--- src/rtl/sertx_pkg.sv ---
package sertx_pkg;

   localparam int unsigned TICKS_PER_BIT = 16;
   localparam int unsigned MAX_BITS      = 8;

   typedef enum logic [2:0] {
      PH_IDLE,
      PH_START,
      PH_DATA,
      PH_PARITY,
      PH_STOP
   } phase_e;

   typedef struct packed {
      logic [1:0] len_code;
      logic       par_en;
      logic       par_odd;
      logic [3:0] stop_code;
   } mode_t;

   // Stop length in ticks: codes 0..7 give 9..16 ticks, codes 8..15 give 25..32 ticks.
   function automatic logic [5:0] stop_ticks(input logic [3:0] code);
      return code[3] ? 6'(17 + code) : 6'(9 + code);
   endfunction

   // Number of data bits: 5 + code.
   function automatic logic [3:0] data_bits(input logic [1:0] code);
      return 4'(5 + code);
   endfunction

endpackage

--- src/rtl/sertx_fifo.sv ---
module sertx_fifo #(
   parameter int unsigned DEPTH = 16,
   parameter int unsigned WIDTH = 8
) (
   input  logic                       clk,
   input  logic                       rst_n,
   input  logic                       flush,
   input  logic                       push,
   input  logic [WIDTH-1:0]           din,
   input  logic                       pop,
   output logic [WIDTH-1:0]           dout,
   output logic [$clog2(DEPTH):0]     count
);
   localparam int unsigned AW = $clog2(DEPTH);
   localparam int unsigned CW = AW + 1;

   // Elaboration-time parameter checks
   if (DEPTH < 2) begin : g_bad_depth
      $error("sertx_fifo: DEPTH must be at least 2");
   end
   if ((1 << AW) != DEPTH) begin : g_bad_pow2
      $error("sertx_fifo: DEPTH must be a power of two");
   end

   logic [WIDTH-1:0] mem [DEPTH];
   logic [AW-1:0]    wr_ptr, rd_ptr;
   logic [CW-1:0]    cnt_q;

   always_ff @(posedge clk) begin
      if (push) mem[wr_ptr] <= din;
   end

   always_ff @(posedge clk or negedge rst_n) begin
      if (!rst_n) begin
         wr_ptr <= '0;
         rd_ptr <= '0;
         cnt_q  <= '0;
      end else if (flush) begin
         wr_ptr <= '0;
         rd_ptr <= '0;
         cnt_q  <= '0;
      end else begin
         if (push) wr_ptr <= wr_ptr + 1'b1;
         if (pop)  rd_ptr <= rd_ptr + 1'b1;
         case ({push, pop})
            2'b10:   cnt_q <= cnt_q + 1'b1;
            2'b01:   cnt_q <= cnt_q - 1'b1;
            default: cnt_q <= cnt_q;
         endcase
      end
   end

   assign dout  = mem[rd_ptr];
   assign count = cnt_q;

   assert_count_bound_R7: assert property (@(posedge clk) disable iff (!rst_n)
      cnt_q <= CW'(DEPTH));
   assert_no_overflow_R7: assert property (@(posedge clk) disable iff (!rst_n)
      (push && !flush) |-> (cnt_q != CW'(DEPTH)));
   assert_no_underflow_R7: assert property (@(posedge clk) disable iff (!rst_n)
      (pop && !flush) |-> (cnt_q != '0));

endmodule

--- src/rtl/sertx_framer.sv ---
module sertx_framer
   import sertx_pkg::*;
(
   input  logic        clk,
   input  logic        rst_n,
   input  logic        abort,
   input  logic        tick,
   input  logic        go,
   input  logic [7:0]  head,
   input  mode_t       mode,
   output logic        txd,
   output logic        busy
);
   localparam int unsigned CNTW = 6;
   localparam logic [CNTW-1:0] BIT_LAST = CNTW'(TICKS_PER_BIT - 1);

   phase_e          phase;
   logic [CNTW-1:0] cnt;
   logic [CNTW-1:0] stop_last;
   logic [2:0]      bit_i;
   logic [2:0]      bit_last;
   logic [7:0]      sh;
   logic            par_bit;
   logic            par_on;
   logic            txd_q;

   logic [CNTW-1:0] lim;
   logic [7:0]      mask;
   logic [7:0]      masked;
   logic [3:0]      nbits;

   always_comb begin
      nbits  = data_bits(mode.len_code);
      mask   = 8'((9'd1 << nbits) - 9'd1);
      masked = head & mask;
      lim    = (phase == PH_STOP) ? stop_last : BIT_LAST;
   end

   always_ff @(posedge clk or negedge rst_n) begin
      if (!rst_n) begin
         phase     <= PH_IDLE;
         cnt       <= '0;
         stop_last <= '0;
         bit_i     <= '0;
         bit_last  <= '0;
         sh        <= '0;
         par_bit   <= 1'b0;
         par_on    <= 1'b0;
         txd_q     <= 1'b1;
      end else if (abort) begin
         phase <= PH_IDLE;
         cnt   <= '0;
         txd_q <= 1'b1;
      end else if (phase == PH_IDLE) begin
         txd_q <= 1'b1;
         if (go) begin
            phase     <= PH_START;
            txd_q     <= 1'b0;
            cnt       <= '0;
            sh        <= masked;
            bit_i     <= '0;
            bit_last  <= 3'(nbits - 4'd1);
            par_on    <= mode.par_en;
            par_bit   <= (^masked) ^ mode.par_odd;
            stop_last <= CNTW'(stop_ticks(mode.stop_code) - 6'd1);
         end
      end else if (tick) begin
         if (cnt != lim) begin
            cnt <= cnt + 1'b1;
         end else begin
            cnt <= '0;
            unique case (phase)
               PH_START: begin
                  phase <= PH_DATA;
                  txd_q <= sh[0];
               end
               PH_DATA: begin
                  if (bit_i == bit_last) begin
                     phase <= par_on ? PH_PARITY : PH_STOP;
                     txd_q <= par_on ? par_bit : 1'b1;
                  end else begin
                     bit_i <= bit_i + 1'b1;
                     sh    <= sh >> 1;
                     txd_q <= sh[1];
                  end
               end
               PH_PARITY: begin
                  phase <= PH_STOP;
                  txd_q <= 1'b1;
               end
               PH_STOP: begin
                  phase <= PH_IDLE;
                  txd_q <= 1'b1;
               end
               default: phase <= PH_IDLE;
            endcase
         end
      end
   end

   assign txd  = txd_q;
   assign busy = (phase != PH_IDLE);

   assert_start_low_R2: assert property (@(posedge clk) disable iff (!rst_n)
      $rose(busy) |-> !txd_q);
   assert_stop_high_R4: assert property (@(posedge clk) disable iff (!rst_n)
      (phase == PH_STOP) |-> txd_q);
   assert_idle_high_R1: assert property (@(posedge clk) disable iff (!rst_n)
      !busy |-> txd_q);
   assert_abort_idle_R9: assert property (@(posedge clk) disable iff (!rst_n)
      abort |=> (txd_q && !busy));
   assert_go_when_idle_R10: assert property (@(posedge clk) disable iff (!rst_n)
      (go && !abort && !busy) |=> (busy && !txd_q));

endmodule

--- src/rtl/sertx_top.sv ---
module sertx_top
   import sertx_pkg::*;
#(
   parameter int unsigned DEPTH = 16
) (
   input  logic       clk,
   input  logic       rst_n,
   input  logic       baud_tick16,
   input  logic       wr_en,
   input  logic [7:0] wr_data,
   input  logic       cmd_enable,
   input  logic       cmd_disable,
   input  logic       cmd_reset,
   input  logic [1:0] cfg_len,
   input  logic       cfg_par_en,
   input  logic       cfg_par_odd,
   input  logic [3:0] cfg_stop,
   output logic       txd,
   output logic       tx_rdy,
   output logic       tx_emt
);
   localparam int unsigned CW = $clog2(DEPTH) + 1;

   if (DEPTH > 1024) begin : g_bad_depth
      $error("sertx_top: DEPTH above 1024 is not supported");
   end

   logic          enabled_q;
   logic [CW-1:0] fifo_cnt;
   logic [7:0]    head;
   logic          fifo_full, fifo_empty;
   logic          push, pop, busy;
   mode_t         mode;

   always_ff @(posedge clk or negedge rst_n) begin
      if (!rst_n)           enabled_q <= 1'b0;
      else if (cmd_reset)   enabled_q <= 1'b0;
      else if (cmd_disable) enabled_q <= 1'b0;
      else if (cmd_enable)  enabled_q <= 1'b1;
   end

   always_comb begin
      mode       = '{len_code: cfg_len, par_en: cfg_par_en,
                     par_odd: cfg_par_odd, stop_code: cfg_stop};
      fifo_full  = (fifo_cnt == CW'(DEPTH));
      fifo_empty = (fifo_cnt == '0);
      push       = wr_en && enabled_q && !fifo_full && !cmd_reset;
      pop        = enabled_q && !fifo_empty && !busy && !cmd_reset;
   end

   sertx_fifo #(.DEPTH(DEPTH), .WIDTH(8)) u_fifo (
      .clk   (clk),
      .rst_n (rst_n),
      .flush (cmd_reset),
      .push  (push),
      .din   (wr_data),
      .pop   (pop),
      .dout  (head),
      .count (fifo_cnt)
   );

   sertx_framer u_framer (
      .clk   (clk),
      .rst_n (rst_n),
      .abort (cmd_reset),
      .tick  (baud_tick16),
      .go    (pop),
      .head  (head),
      .mode  (mode),
      .txd   (txd),
      .busy  (busy)
   );

   assign tx_rdy = enabled_q && !fifo_full;
   assign tx_emt = enabled_q && fifo_empty && !busy;

   assert_emt_implies_rdy_R6: assert property (@(posedge clk) disable iff (!rst_n)
      tx_emt |-> tx_rdy);
   assert_disabled_hold_R7: assert property (@(posedge clk) disable iff (!rst_n)
      (!enabled_q && !cmd_reset) |=> (fifo_cnt == $past(fifo_cnt)));
   assert_reset_flush_R9: assert property (@(posedge clk) disable iff (!rst_n)
      cmd_reset |=> (fifo_cnt == '0 && !tx_rdy && !tx_emt));
   assert_disable_order_R8: assert property (@(posedge clk) disable iff (!rst_n)
      (cmd_disable || cmd_reset) |=> !tx_rdy);

endmodule

--- config.mk ---
export PLATFORM = sky130hd
export DESIGN_NAME = sertx_top
export DESIGN_NICKNAME = d
export VERILOG_FILES = /design/src/rtl/sertx_pkg.sv /design/src/rtl/sertx_fifo.sv /design/src/rtl/sertx_framer.sv /design/src/rtl/sertx_top.sv
export SDC_FILE = /design/constraint.sdc
export NUM_CORES = 1
export LEC_CHECK = 0
export ABC_CLOCK_PERIOD_IN_PS = 3200
export BUFFER_PORTS_ARGS = -buffer_cell sky130_fd_sc_hd__buf_2
export CORE_MARGIN = 2
export CORE_UTILIZATION = 58
export CTS_BUF_LIST = sky130_fd_sc_hd__clkbuf_8
export CTS_CLUSTER_SIZE = 28
export DETAILED_ROUTE_END_ITERATION = 6
export PLACE_DENSITY = 0.78
export SYNTH_ARGS = -nofsm -noshare
export SYNTH_HDL_FRONTEND = slang
export SYNTH_SLANG_ARGS = --single-unit
--- constraint.sdc ---
create_clock -name clk -period 3.2 [get_ports clk]
set_input_delay 0.32 -clock clk [delete_from_list [all_inputs] [get_ports clk]]
set_output_delay 0.32 -clock clk [all_outputs]
set_load 0.02 [all_outputs]
-- After elaboration in Yosys (flattened, before gate mapping)
Memories as Yosys holds them, arrays and structs flattened.
Index checks and enable logic that the tools add are counted.
- add/sub/neg operators: 12
- multipliers: 0
- div/mod/pow operators: 0
- magnitude comparators: 0
- equal/unequal tests: 15
- shift-type cells: 1
- muxes and demuxes: 46
- bitwise logic cells: 3
- reductions and logical operators: 31
- operator list (kind ; number):
    8-bit two-way mux ; 6
    6-bit two-way mux ; 7
    3-bit two-way mux ; 13
    4-bit two-way mux ; 4
    1-bit two-way mux ; 12
    3-bit nonzero test ; 4
    5-bit one-hot mux with 2 select lines ; 1
    1-bit logical AND ; 9
    3-bit one-hot mux with 3 select lines ; 1
    4-bit by 1-bit adder with 4-bit output, second input constant ; 2
    8-bit bitwise AND ; 1
    2-bit nonzero test ; 4
    8-bit XOR reduction ; 1
    1-bit by 4-bit << shifter with 8-bit output, first input constant ; 1
    8-bit by 1-bit subtractor with 8-bit output, second input constant ; 1
    5-bit by 4-bit adder with 6-bit output, first input constant ; 1
    6-bit by 1-bit adder with 6-bit output, second input constant ; 1
    3-bit by 2-bit equality test with 1-bit output, second input constant ; 2
    6-bit inequality test ; 1
    3-bit AND reduction ; 2
    6-bit AND reduction ; 1
    6-bit by 1-bit subtractor with 6-bit output, second input constant ; 1
    4-bit by 4-bit adder with 5-bit output, first input constant ; 1
    5-bit by 1-bit adder with 5-bit output, second input constant ; 1
    other kinds (26) ; 30
- bits in registers: 46
- bits in latches: 0
- bits in writable memories: 128
- ROM bits: 0
- input port bits: 23
- output and inout bits: 3
- memories kept: 1
- memories (memory ; words ; bits a word ; read ports ; clocked after memory_dff ; wr ports ; line ; text):
    u_fifo.mem ; 16 ; 8 ; 1 ; 0 ; 1 ; sertx_fifo.sv:25 ; logic [WIDTH-1:0] mem [DEPTH];

-- Logic depth before layout (Yosys ltp)
Gate-level depths: netlist of run 1.
- word-level depth: 8
- mapped depth: 15
- depth with buffers taken out: 13

-- Hierarchy
From an unflattened synthesis of run 1, not the netlist that was laid out.
- cell total of the unflattened synthesis: 519
- area total of the unflattened synthesis: 7825.0 um^2
- modules (own cells, without submodules) (module ; times used ; cells an instance ; area an instance (um^2)):
    sertx_fifo ; 1 ; 300 ; 5743.0
    sertx_framer ; 1 ; 208 ; 1978.1
    sertx_top ; 1 ; 11 ; 103.8

-- Least setup slack after synthesis of run 1
No wires, ideal clock.
- path type: register to register
- from: reg u_framer.phase[1]
- to: reg u_fifo.cnt_q[4], in the netlist u_fifo.count[4]
- setup time: 132 ps
- arrival time: 3026 ps
- data required time: 3068 ps
- setup slack: 42 ps
- stages on the path, launching flop included: 16
- buffers on the path: 2
- clock period less this slack: 3158 ps
- cell sequence: dfrtp_1 > clkbuf_1 > nor3_2 > nand2_1 > or2_0 > clkbuf_1 > nor2_1 > nand2_1 > inv_1 > ha_1 > a21o_1 > a21oi_1 > nand3_1 > o21ai_0 > xnor2_1 > nor2_1
- word-level cells in the longest chain between the ends: 7
- elaborated cells on any way between the ends: 9
- RTL lines (item ; line ; text):
    start, declared ; sertx_framer.sv:17 ; phase_e phase;
    start signal, assigned ; sertx_framer.sv:79 ; phase <= par_on ? PH_PARITY : PH_STOP;
    3-bit nonzero test * ; sertx_framer.sv:102 ; assign busy = (phase != PH_IDLE);
    1-bit zero test * ; sertx_top.sv:48 ; pop = enabled_q && !fifo_empty && !busy && !cmd_reset;
    1-bit logical AND * (2 in a row) ; sertx_top.sv:48 ;
    2-bit by 1-bit equality test with 1-bit output or 2-bit equality test (tied branches) ; sertx_fifo.sv:45 ; case ({push, pop})
    5-bit one-hot mux with 2 select lines ; sertx_fifo.sv:45 ;
    5-bit two-way mux ; sertx_fifo.sv:38 ; end else if (flush) begin
    end signal, assigned ; sertx_fifo.sv:46 ; 2'b10: cnt_q <= cnt_q + 1'b1;
    end signal, assigned ; sertx_fifo.sv:47 ; 2'b01: cnt_q <= cnt_q - 1'b1;
    end signal, assigned ; sertx_fifo.sv:48 ; default: cnt_q <= cnt_q;
    end, declared ; sertx_fifo.sv:27 ; logic [CW-1:0] cnt_q;
Mark *: on every way between the ends. The rest lies on a longest branch, timed or not.
A chain may end at the register's enable or synchronous reset.

-- Final worst setup path of run 1
- from: reg u_fifo.rd_ptr[0]
- to: reg u_framer.par_bit
- word-level cells in the longest chain between the ends: 4
- RTL lines (item ; line ; text):
    start, declared ; sertx_fifo.sv:26 ; logic [AW-1:0] wr_ptr, rd_ptr;
    start signal, assigned ; sertx_fifo.sv:44 ; if (pop) rd_ptr <= rd_ptr + 1'b1;
    memory 16 x 8 bit ; - ;
    8-bit bitwise AND ; sertx_framer.sv:35 ; masked = head & mask;
    8-bit XOR reduction ; sertx_framer.sv:64 ; par_bit <= (^masked) ^ mode.par_odd;
    1-bit XOR ; sertx_framer.sv:64 ;
    end signal, assigned ; sertx_framer.sv:64 ;
    end, declared ; sertx_framer.sv:23 ; logic par_bit;
Every way passes these cells.

==> results.yml, run 1 <==
status:
  outcome: "completed"
sta:
  final.setup.worst_slack_ns: 0.366
  worstMarginPinSlew_ns: 1.04
  max_freq_mhz: 353
  rsz0062_at_grt: "no"
  maxSlewViolCount: 0
  maxSlewHeadroom_pct: 30.8
  fin_setup_tns_ns: 0
  hold_violations: 0
  holdWs_ns: 0.0287
  period_share_pct: 88.6
  setup_violations: 0
  min_period_ns: 2.83
  fin_skew_ns: 0.0175
power_and_ir_drop:
  p_int_uw: 3410
  power.share.clock_pct: 34.4
  power_uw: 4530
  swShare_pct: 24.7
  comb_power_share_pct: 7.8
  power.switching_uw: 1120
  pwr-share-seq_pct: 57.8
  p_per_area_nw_per_um2: 522
  leakage_uw: 0.00317
  peakVddDrop_mv: 0.498
drt:
  routed_wl_um: 15800
  dr.first_iter.drc_count: 572
  first_pass_iters: 5
  ant_nets: 0
  vias: 4704
  routedWlPerCell_um: 20.1
  vias_per_cell: 6.02
  drcViolationCount: 0
global_route:
  overflow: 0
  grt_pass1_wl_um: 24800
  busiest_layer: "met2"
  grt_pass1_vias: 4544
  grt_use_met2_pct: 38.0
  grt_use_total_pct: 23.4
  use_met3_pct: 5.42
  grt_start_max_net_pins: 47
  antenna_found_initial: 0
  grt_util_met1_pct: 31.7
place:
  place_worst_setup_slack_ns: 0.388
  dp_hpwl_um: 10700
  place.gp.congestion: 0.848
  postPlaceCellArea_um2: 8260
  io_buffer_count: 25
cells_and_area:
  diodes: 0
  drive_above_1_share_pct: 19.3
  regArea_um2: 5000
  fillCellCount: 894
  final_area_um2: 8680
  finalNetCount: 631
  multi_input_area_um2: 2630
  area_delta_synth_final_pct: 11.2
yosys:
  synth.top_cells.by_area: "edfxtp_1 49%, dfrtp_1 14%, mux4_2 6.3%, mux2i_1 2.8%, nand2_1 2.6%"
  synth_common_cells: "128 x edfxtp_1, 55 x nand2_1, 46 x nor2_1"
  synth_seq_cells: 174
  ys.flop_type: "edfxtp_1"
  synth_cells: 544
  async_reset_ff_share_pct: 26.4
  synth_edf_count: 128
  synth_top_area_share_pct: 49.3
  synth_most_common_cell: "edfxtp_1"
  ys_types: 60
  synth-seq-area-share_pct: 64.0
  yosysTopAreaCell: "edfxtp_1"
  yosys_warnings: 0
  synth.avg_cell_area_um2: 14.3
  synth_area_um2: 7800
setup_path:
  cp_data_required_time_ns: 3.55
  crit_fanout: 17
  crit_type: "register to register"
  worstPathArrival_ns: 3.19
  critPathMaxStageDelay_ns: 0.58
  crit_family: "multiplexers"
  slowest_stage: "mux4_1"
  crit_path_cell_trace: "buf_12 -> mux4_1 -> mux4_2 -> nor2b_4 -> xor2_1 -> xnor2_1 -> xnor3_1 -> mux2_4"
  path_buf_inv: 1
  startpoint_type: "register"
  end_kind: "register"
  r2r_slack_ns: 0.37
clock_network:
  cts.reportedPaths.clkPinSlew_ns: 0.10
  htreeDepth: 4
  ctsResizeCount: 0
  cts_inserted_buffers: 17
  tritoncts: "yes"
  cts_root_buf: "clkbuf_8"
  clk_latency_ns: 0.47
  max-clock-path-buffers: 2
  cts.sinks: 174
floorplan:
  placementRows: 42
  die_w_um: 120
  start_util_pct: 59.2
  coreArea_um2: 13200
  die_h_um: 120
  ios: 26
  die_area_um2: 14400
run:
  drv_cap: 0
min_path:
  hold_class: "input port to async pin"
routing by layer:
layer	share of wire, %	vias to the layer above	wire length, um
met5	0	-	0
met1	42	2365	6590
met4	2.1	0	327
met2	50	177	7820
met3	6.5	24	1020
li1	-	2138	-
state kept, by name, indices dropped and copies added (netlist names):
| name | count |
|---|---|
| u_framer.cnt | 6 |
| u_fifo.rd_ptr | 4 |
| u_framer.phase | 3 |
| enabled_q | 1 |
| u_framer.bit_last | 3 |
| u_framer.stop_last | 6 |
| u_framer.txd | 1 |
| u_framer.bit_i | 3 |
| u_fifo.count | 5 |
| u_fifo.wr_ptr | 4 |
| u_framer.sh | 8 |
| u_framer.par_on | 1 |
| u_fifo.mem | 128 |
| u_framer.par_bit | 1 |
cell usage in the layout, fill, tap and decap left out, drive strengths merged, types with 3 or more instances in the layout:
| master | count |
|---|---|
| o31ai | 5 |
| xor2 | 12 |
| a21oi | 19 |
| clkbuf | 17 |
| a31oi | 3 |
| mux4 | 29 |
| nand2b | 6 |
| nand2 | 55 |
| nor2 | 46 |
| or3 | 4 |
| nor4bb | 3 |
| clkinv | 3 |
| dfrtp | 45 |
| ha | 14 |
| xnor2 | 17 |
| nand3 | 10 |
| and2 | 5 |
| buf | 52 |
| o22ai | 4 |
| a22oi | 3 |
| nor2b | 5 |
| o21ai | 32 |
| mux2i | 22 |
| nand4 | 3 |
| inv | 23 |
| nor3 | 4 |
| edfxtp | 128 |
| a221oi | 6 |
final cells by class:
| class | count | area share, % |
|---|---|---|
| clock buffer | 17 | 2.70 |
| inverter | 13 | 0.562 |
| tap | 176 | 2.54 |
| timing repair buffer | 53 | 4.33 |
| clock inverter | 15 | 2.03 |
| sequential | 174 | 57.6 |
| multi-input combinational | 334 | 30.3 |
per-stage QoR:
| stage | cells | utilization (%) |
|---|---|---|
| 2_1_floorplan | 545 | - |
| 3_3_place_gp | 749 | 62.6 |
| 3_5_place_dp | 749 | 62.6 |
| 4_1_cts | 782 | 65.8 |
| 5_1_grt | 782 | 65.8 |
| 6_report | 782 | 65.8 |
power groups by stage:
stage	Combinational (uW)	Clock, uW	Sequential (uW)
2_1_floorplan	250	0	2640
3_3_place_gp	334	0	2660
4_1_cts	356	1580	2610
3_5_place_dp	353	0	2660
6_report	354	1560	2620
5_1_grt	400	1690	2630
final timing paths:
path,startpoint,endpoint,cells past startpoint
min reg2reg,u_framer.sh[5],u_framer.sh[5],2
max,u_fifo.rd_ptr[0],u_framer.par_bit,8
max in group asynchronous,rst_n,u_fifo.rd_ptr[0],1
max reg2reg,u_fifo.rd_ptr[0],u_framer.par_bit,8
min in group clk,cfg_par_en,u_framer.par_on,3
min,rst_n,u_fifo.wr_ptr[1],1
kinds of logic (layout without fill, tap and decap cells):
group | after synthesis | after routing | share of synthesized area, %
fa+ha+maj | 15 | 15 | 2.50
xor+xnor | 30 | 30 | 3.64
buf+inv | 37 | 98 | 2.37
other cells | 1 | 2 | 0.0481
flops | 174 | 174 | 64.0
mux | 53 | 53 | 11.9
simple gates | 154 | 154 | 9.44
compound gates | 80 | 80 | 6.11
repair_timing:
item | CTS | global route
hold endpoints to repair | 1 | 0
hold buffers | 1 | 0
setup buffers | 0 | 0
endpoints found under the setup margin | 0 | 0
No activity file was read; power rests on OpenSTA's default activity.
==> inputs of run 2 (changes only) <==
ABC_CLOCK_PERIOD_IN_PS = 2900   (was 3200)
CORE_UTILIZATION = 60   (was 58)
PLACE_DENSITY = 0.77   (was 0.78)
clock period = 2.9 ns   (was 3.2 ns; I/O delays follow)
==> results.yml, run 2 (synthesis results as in run 1) <==
status:
  outcome: "completed"
sta:
  hold_violations: 0
  worstMarginPinSlew_ns: 0.786
  period_share_pct: 97.0
  rsz0062_at_grt: "no"
  min_period_ns: 2.81
  maxSlewViolCount: 0
  max_freq_mhz: 356
  maxSlewHeadroom_pct: 47.6
  fin_skew_ns: 0.0182
  final.setup.worst_slack_ns: 0.0883
  setup_violations: 0
  holdWs_ns: 0.0350
cells_and_area:
  area_delta_synth_final_pct: 12.5
  final_cell_mix: "128 x edfxtp_1, 55 x nand2_1, 45 x nor2_1"
  fin_util_pct: 69.3
  largest_reg_flops: 128
  max_flop_register: "u_fifo.mem"
  drive_above_1_share_pct: 22.5
  largest_registers: "u_fifo.mem (128), u_framer.sh (8)"
  layout_commonest_cell: "edfxtp_1"
  finalNetCount: 647
  diodes: 0
  instances_no_fill: 793
setup_path:
  cp_data_required_time_ns: 3.24
  r2r_cells: 8
  crit_type: "register to register"
  end_kind: "register"
  worstPathArrival_ns: 3.16
  crit_fanout: 10
  startpoint_type: "register"
power_and_ir_drop:
  peakVddDrop_mv: 0.691
  swShare_pct: 24.8
  pwr-share-seq_pct: 59.4
  comb_power_share_pct: 8.2
  leakage_uw: 0.00323
  p_int_uw: 3660
  power.share.clock_pct: 32.4
  power.switching_uw: 1200
  p_per_area_nw_per_um2: 554
clock_network:
  max-clock-path-buffers: 2
  cts.sinks: 174
  cts.reportedPaths.clkPinSlew_ns: 0.09
  cts_root_buf: "clkbuf_8"
  tritoncts: "yes"
  htreeDepth: 4
  clk_latency_ns: 0.46
  cts_inserted_buffers: 17
drt:
  routedWlPerCell_um: 20.6
  dr.first_iter.drc_count: 389
  ant_nets: 0
  routed_wl_um: 16400
  vias: 4812
  vias_per_cell: 6.07
  first_pass_iters: 5
  drcViolationCount: 0
global_route:
  grt_use_total_pct: 25.0
  grt_pass1_wl_um: 25900
  grt_pass1_vias: 4785
  overflow: 0
  grt_start_max_net_pins: 34
  antenna_found_initial: 0
floorplan:
  die_w_um: 118
  coreArea_um2: 12700
  die_area_um2: 13900
  start_util_pct: 61.6
  ios: 26
  die_h_um: 118
  placementRows: 41
min_path:
  hold_class: "input port to register"
  whs_path_depth: 3
place:
  dp_hpwl_um: 11000
  io_buffer_count: 25
  dpl.cell_count: 755
  place.gp.congestion: 0.814
  place_worst_setup_slack_ns: -0.00668
run:
  drv_cap: 0
[run 2: power by group through the flow]
stage	sequential, uW	combinational, uW	clock, uW
CTS	2880	396	1600
floorplan	2910	277	0
detailed placement	2940	390	0
global route	2900	452	1710
finish	2890	400	1580
global placement	2930	370	0
[run 2: final timing paths]
path	start	endpoint	slack (ns)
setup / recovery	u_fifo.rd_ptr[0]	u_framer.par_bit	0.09
hold / removal	cfg_par_en	u_framer.par_on	0.04
setup reg to reg	u_fifo.rd_ptr[0]	u_framer.par_bit	0.09
hold reg to reg	u_framer.bit_last[2]	u_framer.bit_last[2]	0.50
max in group asynchronous	rst_n	u_framer.bit_i[1]	1.75
min in group asynchronous	rst_n	u_fifo.count[0]	0.45
[run 2: critical path, cell delays in order (launching register included)]
cell and delay (ns):
dfrtp_2 0.48, buf_12 0.17, mux4_1 0.56, mux4_2 0.50, nor2b_4 0.15, xor2_1 0.14, xnor2_1 0.19, xnor3_1 0.24
mux2_4 0.26
[run 2: metal layers]
layer / wire, um / up-vias / share of wire [%] / track usage, %
met4: 345 / 0 / 2.1 / 7.38
met5: 0 / - / 0 / 0
li1: - / 2177 / - / -
met3: 1000 / 33 / 6.1 / 6.78
met2: 8370 / 179 / 51 / 42.5
met1: 6650 / 2423 / 41 / 31.8
[run 2: metrics by stage]
| step | TNS [ns] | instance area, um2 | power [uW] |
|---|---|---|---|
| global placement | 0 | 8310 | 3300 |
| floorplan | 0 | 7820 | 3190 |
| CTS | 0 | 8720 | 4890 |
| detailed placement | -0.00668 | 8310 | 3330 |
| finish | 0 | 8780 | 4860 |
| global route | 0 | 8780 | 5060 |
[run 2: final cells by class]
type,count,area (um2)
clock inverter,14,135
multi-input combinational,334,2670
timing repair buffer,69,477
tap,172,215
sequential,174,5000
inverter,13,48.8
fill,840,3890
clock buffer,17,234
[run 2: timing repair]
| item | in CTS | in global routing |
|---|---|---|
| pin swaps | 0 | 1 |
| endpoints found under the hold margin | 32 | 0 |
| endpoints found under the setup margin | 2 | 11 |
| hold buffers | 2 | 0 |
| gates resized for setup | 1 | 11 |
| buffers inserted | 2 | 3 |
